===== src/rtl/dirsel_timer_pkg.sv =====
package dirsel_timer_pkg;

   typedef enum logic [1:0] {
      REG_COUNT   = 2'd0,
      REG_PERIOD  = 2'd1,
      REG_CTRL    = 2'd2,
      REG_FLAGCLR = 2'd3
   } reg_addr_e;

   // control word, bit 0 = software direction, bit 1 = direction source,
   // bit 2 = halt while idle
   typedef struct packed {
      logic idle_stop;
      logic dir_src;
      logic dir_sw;
   } ctrl_t;

   localparam int CTRL_BITS = $bits(ctrl_t);

endpackage


===== src/rtl/dst_sync.sv =====
module dst_sync #(
   parameter int STAGES = 2,
   parameter int WIDTH  = 1
) (
   input  logic             clk,
   input  logic             rst_n,
   input  logic [WIDTH-1:0] d_i,
   output logic [WIDTH-1:0] q_o
);
   logic [WIDTH-1:0] stage_q [STAGES];

   if (STAGES < 2) begin : g_bad_stages
      $error("dst_sync: STAGES must be at least 2");
   end

   for (genvar s = 0; s < STAGES; s++) begin : g_stage
      always_ff @(posedge clk) begin
         if (!rst_n) stage_q[s] <= '0;
         else if (s == 0) stage_q[s] <= d_i;
         else stage_q[s] <= stage_q[(s == 0) ? 0 : s-1];
      end
   end

   assign q_o = stage_q[STAGES-1];
endmodule


===== src/rtl/dst_edge.sv =====
module dst_edge (
   input  logic clk,
   input  logic rst_n,
   input  logic lvl_i,
   output logic rise_o
);
   logic lvl_q;

   always_ff @(posedge clk) begin
      if (!rst_n) lvl_q <= 1'b0;
      else lvl_q <= lvl_i;
   end

   assign rise_o = lvl_i & ~lvl_q;

   // one step per edge, never two in a row
   a_r2_single_step: assert property (@(posedge clk) disable iff (!rst_n)
      rise_o |=> !rise_o);
endmodule


===== src/rtl/dst_core.sv =====
module dst_core #(
   parameter int              CNT_W      = 16,
   parameter logic [CNT_W-1:0] PERIOD_RST = '1
) (
   input  logic             clk,
   input  logic             rst_n,
   input  logic             step_i,
   input  logic             up_i,
   input  logic             cnt_wr_i,
   input  logic             per_wr_i,
   input  logic             clr_i,
   input  logic [CNT_W-1:0] wdata_i,
   output logic [CNT_W-1:0] count_o,
   output logic             irq_o
);
   logic [CNT_W-1:0] count_q, period_q, nxt;
   logic             irq_q, hit;

   always_comb begin
      nxt = count_q;
      hit = 1'b0;
      if (step_i) begin
         if (up_i) nxt = (count_q == period_q) ? '0 : count_q + 1'b1;
         else      nxt = (count_q == '0) ? period_q : count_q - 1'b1;
         hit = (nxt == period_q) && !cnt_wr_i;
      end
   end

   always_ff @(posedge clk) begin
      if (!rst_n) begin
         count_q  <= '0;
         period_q <= PERIOD_RST;
         irq_q    <= 1'b0;
      end else begin
         count_q <= cnt_wr_i ? wdata_i : nxt;
         if (per_wr_i) period_q <= wdata_i;
         irq_q <= hit | (irq_q & ~clr_i);
      end
   end

   assign count_o = count_q;
   assign irq_o   = irq_q;

   a_r8_write_wins: assert property (@(posedge clk) disable iff (!rst_n)
      $past(cnt_wr_i && rst_n) |-> count_q == $past(wdata_i));
   a_r5_up_wrap: assert property (@(posedge clk) disable iff (!rst_n)
      $past(rst_n && step_i && up_i && !cnt_wr_i && count_q == period_q) |-> count_q == '0);
   a_r6_down_wrap: assert property (@(posedge clk) disable iff (!rst_n)
      $past(rst_n && step_i && !up_i && !cnt_wr_i && count_q == '0) |-> count_q == $past(period_q));
   a_r7_sticky: assert property (@(posedge clk) disable iff (!rst_n)
      $past(rst_n && irq_q && !clr_i) |-> irq_q);
   a_r9_hold_no_step: assert property (@(posedge clk) disable iff (!rst_n)
      $past(!step_i && !cnt_wr_i) |-> count_q == $past(count_q));
endmodule


===== src/rtl/dirsel_timer.sv =====
module dirsel_timer
   import dirsel_timer_pkg::*;
#(
   parameter int              CNT_W      = 16,
   parameter int              SYNC_STG   = 2,
   parameter logic [CNT_W-1:0] PERIOD_RST = '1
) (
   input  logic             clk,
   input  logic             rst_n,
   input  logic             ext_clk_i,
   input  logic             dir_pin_i,
   input  logic             mode_i,
   input  logic             sleep_i,
   input  logic             idle_i,
   input  logic             wr_en_i,
   input  logic [1:0]       wr_addr_i,
   input  logic [CNT_W-1:0] wr_data_i,
   output logic [CNT_W-1:0] count_o,
   output logic             irq_o,
   output logic             dir_up_o
);
   localparam int SYNC_W = 2;

   if (CNT_W < CTRL_BITS + 1) begin : g_bad_width
      $error("dirsel_timer: CNT_W too small for control word");
   end

   ctrl_t            ctrl_q;
   logic [SYNC_W-1:0] sync_s;
   logic             ev_s, pin_s, ev_rise, step, up;
   logic             wr_cnt, wr_per, wr_ctl, wr_clr, run;

   assign wr_cnt = wr_en_i && (wr_addr_i == REG_COUNT);
   assign wr_per = wr_en_i && (wr_addr_i == REG_PERIOD);
   assign wr_ctl = wr_en_i && (wr_addr_i == REG_CTRL);
   assign wr_clr = wr_en_i && (wr_addr_i == REG_FLAGCLR);

   always_ff @(posedge clk) begin
      if (!rst_n) ctrl_q <= '0;
      else if (wr_ctl) ctrl_q <= ctrl_t'(wr_data_i[CTRL_BITS-1:0]);
   end

   dst_sync #(.STAGES(SYNC_STG), .WIDTH(SYNC_W)) u_sync (
      .clk(clk), .rst_n(rst_n),
      .d_i({dir_pin_i, ext_clk_i}), .q_o(sync_s));
   assign ev_s  = sync_s[0];
   assign pin_s = sync_s[1];

   dst_edge u_edge (.clk(clk), .rst_n(rst_n), .lvl_i(ev_s), .rise_o(ev_rise));

   assign up       = ctrl_q.dir_src ? pin_s : ctrl_q.dir_sw;
   assign dir_up_o = up;

   assign run  = mode_i && !sleep_i && !(idle_i && ctrl_q.idle_stop);
   assign step = ev_rise && run;

   dst_core #(.CNT_W(CNT_W), .PERIOD_RST(PERIOD_RST)) u_core (
      .clk(clk), .rst_n(rst_n), .step_i(step), .up_i(up),
      .cnt_wr_i(wr_cnt), .per_wr_i(wr_per), .clr_i(wr_clr),
      .wdata_i(wr_data_i), .count_o(count_o), .irq_o(irq_o));

   a_r10_sleep_hold: assert property (@(posedge clk) disable iff (!rst_n)
      $past(sleep_i && !wr_cnt) |-> count_o == $past(count_o));
   a_r11_idle_hold: assert property (@(posedge clk) disable iff (!rst_n)
      $past(idle_i && ctrl_q.idle_stop && !wr_cnt) |-> count_o == $past(count_o));
   a_r9_mode_hold: assert property (@(posedge clk) disable iff (!rst_n)
      $past(!mode_i && !wr_cnt) |-> count_o == $past(count_o));
endmodule


===== config.mk =====
export PLATFORM = sky130hd
export DESIGN_NAME = dirsel_timer
export DESIGN_NICKNAME = d
export VERILOG_FILES = /design/src/rtl/dirsel_timer_pkg.sv /design/src/rtl/dst_sync.sv /design/src/rtl/dst_edge.sv /design/src/rtl/dst_core.sv /design/src/rtl/dirsel_timer.sv
export SDC_FILE = /design/constraint.sdc
export NUM_CORES = 1
export LEC_CHECK = 0
export CORE_MARGIN = 10
export CORE_UTILIZATION = 58
export CTS_BUF_LIST = sky130_fd_sc_hd__clkbuf_4
export CTS_CLUSTER_DIAMETER = 200
export CTS_CLUSTER_SIZE = 28
export DETAILED_ROUTE_END_ITERATION = 8
export MAX_ROUTING_LAYER = met4
export PLACE_DENSITY = 0.84
export SYNTH_ARGS = -nofsm -noshare
export SYNTH_HDL_FRONTEND = slang
export SYNTH_SLANG_ARGS = --single-unit

===== constraint.sdc =====
create_clock -name clk -period 4 [get_ports clk]
set_input_delay 0.8 -clock clk [delete_from_list [all_inputs] [get_ports clk]]
set_output_delay 0.8 -clock clk [all_outputs]
set_load 0.02 [all_outputs]

==> results.yml <==
sta:
  finalClockSkew_ps: 10.8
  setup_viol: 0
  setup_repair_after_global_routing_missed_its_margin: "false"
  layout_worst_path_cycle_share: 0.822
  number_of_hold_violations_in_the_final_report: 0
  worst_pin_slew_ps: 832
  final.setup.tns_ps: 0
  fmax_mhz: 304
  final.min_clock_period_ps: 3290
  timing.slew.headroom: 0.445
  report.final.slew_viol_count: 0
routing:
  route.vias.total: 3787
  drt_iter0_drc: 560
  finalWirelength_microns: 11800
  drc: 0
  vias_per_cell: 6.75
  detail-route-antenna-nets: 0
  drtPass1Iterations: 8
  avgRoutedWirePerCell_microns: 21.1
yosys:
  synthArstFlopShare: 0
  portion_of_the_post_synthesis_area_used_by_sequential_elements: 0.237
  ys_dominant_reg_cell: "dfxtp_1"
  syn-num-nets: 505
  post_synth_inst_count: 476
  synth_edf_count: 0
  ys.warnings.count: 0
  synth.ff_latch_count: 41
  synth_area_per_cell_sq_um: 7.28
  mappedNetlistArea_sq_um: 3470
  yosys.cell_types.count: 62
placed_design:
  io_buffers: 43
  gp_routability_congestion: 1.09
  place.detailed.hpwl_microns: 8520
  detailed_place.area_sq_um: 3850
floorplanning:
  die_y_microns: 97.3
  initial_core_util: 0.593
  row_count: 28
  die_w_microns: 97.3
  floorplan.die_area_sq_um: 9470
  design.portCount: 44
  fp.coreArea_sq_um: 5850
clocking:
  clock_tree.root_cell: "clkbuf_4"
  worst_skew_pair.late_latency_ps: 370
  cts-buffers-inserted: 5
  clk_pin_slew_worst_paths_ps: 140
  post_cts_resized: 0
  cts_htree_levels: 2
  postCtsSetupRepairBufs: 0
  cts.sinks: 41
  tritoncts: "yes"
  holdBufCountCts: 0
  cts_max_path_buffers: 2
status:
  outcome: "complete, no violations"
job:
  maxCapViolations: 0
grt:
  grt_pass1_wl_microns: 18600
  gr-usage-all-layers: 0.243
  antenna_found_initial: 0
  globalRouteOverflowTotal: 0
  grt_pass1_vias: 3509
  pin_count_of_the_biggest_net_entering_global_routing: 42
cells_and_area:
  finished_core_util: 0.671
  post-route-cell-area_sq_um: 3930
  fill_cells: 533
  diodes: 0
  final_layout_size_suffix_gt1_frac: 0.0658
  synth_to_layout_area_growth_pct: 13.2
  nets: 514
critical_path:
  classification_of_the_worst_setup_path: "reg2reg"
  timing.critical_path.from_type: "register"
  cp.arrival_ps: 3590
  timing.critical_path.fanout_max: 14
  setup.worst_path.end_class: "register"
  cp.required_ps: 4310
power:
  max_vdd_drop_mv: 0.179
  power_per_cell_area_nw_per_um2: 304
  total_leakage_power_nw: 1.39
min_path:
  min_path_type: "reg2reg"
## cell type report
type	instances	area (sq um)	share of cell area
clock buffers	5	37.5	0.00956
repair buffers	55	520	0.133
inverters	11	41.3	0.0105
well taps	75	93.8	0.0239
multi-input cells	371	2370	0.604
clock inverters	3	41.3	0.0105
flip-flops and latches	41	821	0.209
## synthesized netlist by cell type (3+ instances only)
| master | n | area share |
|---|---|---|
| nor2b_1 | 9 | 0.016 |
| o221ai_1 | 5 | 0.013 |
| nor4_1 | 4 | 0.0072 |
| clkbuf_1 | 29 | 0.031 |
| and2_1 | 5 | 0.0090 |
| or4_1 | 4 | 0.0087 |
| nor3_1 | 12 | 0.017 |
| xor2_1 | 8 | 0.020 |
| o22ai_1 | 3 | 0.0054 |
| a21boi_0 | 5 | 0.011 |
| buf_4 | 5 | 0.011 |
| inv_1 | 10 | 0.011 |
| o21ai_0 | 16 | 0.023 |
| a21oi_1 | 23 | 0.033 |
| mux2i_1 | 5 | 0.014 |
| or2_2 | 4 | 0.0072 |
| nand2_1 | 58 | 0.063 |
| ha_1 | 3 | 0.011 |
| o211a_1 | 3 | 0.0087 |
| nand4_1 | 16 | 0.029 |
| o31ai_1 | 4 | 0.0087 |
| nor2_1 | 39 | 0.042 |
| a221oi_1 | 6 | 0.015 |
| a211oi_1 | 11 | 0.024 |
| o211ai_1 | 12 | 0.026 |
| nor3b_1 | 9 | 0.019 |
| dfxtp_1 | 41 | 0.24 |
| a31oi_1 | 4 | 0.0072 |
| nand3b_1 | 3 | 0.0065 |
| nand3_1 | 24 | 0.035 |
| xnor2_1 | 37 | 0.093 |
| buf_2 | 17 | 0.025 |
## where the power goes
part	internal [mW]	switching, mW	total (mW)
Combinational	0.190	0.240	0.430
Clock	0.129	0.154	0.283
Sequential	0.429	0.0528	0.481
## sequential cells by signal, summed over array words and instances (netlist names)
signal           flops
u_edge.lvl_q         1
u_core.irq_o         1
u_core.count_o      16
u_core.period_q     16
ctrl_q               3
u_sync.stage_q       4
## layer usage
| layer | routed length (microns) | global-route usage | vias to the layer above |
|---|---|---|---|
| met1 | 5130 | 0.320 | 1786 |
| met4 | 311 | 0.0749 | 0 |
| met2 | 5020 | 0.353 | 243 |
| li1 | - | - | 1726 |
| met3 | 1360 | 0.0654 | 32 |
| met5 | 0 | - | - |
## kinds of logic (layout without fill, tap and decap cells)
kind of cell,count (synthesis),in the layout,share of synthesized area
fa+ha+maj,3,3,0.0108
buf+inv,64,74,0.0808
flops,41,41,0.237
simple gates,203,203,0.307
mux,6,6,0.0177
compound gates,113,113,0.228
xor+xnor,46,46,0.118
## metrics by stage
step / instances / setup WS [ps] / power (mW) / hold slack [ps]
detailed placement: 553 / 860 / 0.903 / 453
finish: 561 / 712 / 1.19 / 476
floorplan: 476 / 1080 / 0.780 / 412
global placement: 553 / 898 / 0.897 / 413
CTS: 561 / 833 / 1.19 / 486
global route: 561 / 493 / 1.25 / 501
## critical path: stages (launching register included)
cell	delay (ps)
dfxtp_1	520
nor4_4	700
nand4_1	220
xnor2_1	220
a222oi_1	450
a31oi_1	120
or4_1	380
or4_1	420
o31ai_2	180
## path summary, 6_finish.rpt
path	slack [ps]	to	start	depth (start not counted)
worst min register to register	480	u_sync.stage_q[1][0]$_SDFF_PN0_	u_sync.stage_q[0][0]$_SDFF_PN0_	1
worst max register to register	710	u_core.irq_o$_SDFF_PN0_	u_core.count_o[2]$_SDFFE_PN0P_	8
worst min-delay path	480	u_sync.stage_q[1][0]$_SDFF_PN0_	u_sync.stage_q[0][0]$_SDFF_PN0_	1
worst max-delay path	710	u_core.irq_o$_SDFF_PN0_	u_core.count_o[2]$_SDFFE_PN0P_	8
## cells in the final DEF (no fill, tap or decap), types with 10 or more instances in the layout
master	count
a211oi_1	11
a21oi_1	23
buf_4	12
clkdlybuf4s50_1	43
dfxtp_1	41
inv_1	10
nand2_1	58
nand3_1	24
nand4_1	16
nor2_1	39
nor3_1	12
o211ai_1	12
o21ai_0	16
xnor2_1	37
No activity file was read; power rests on OpenSTA's default activity.
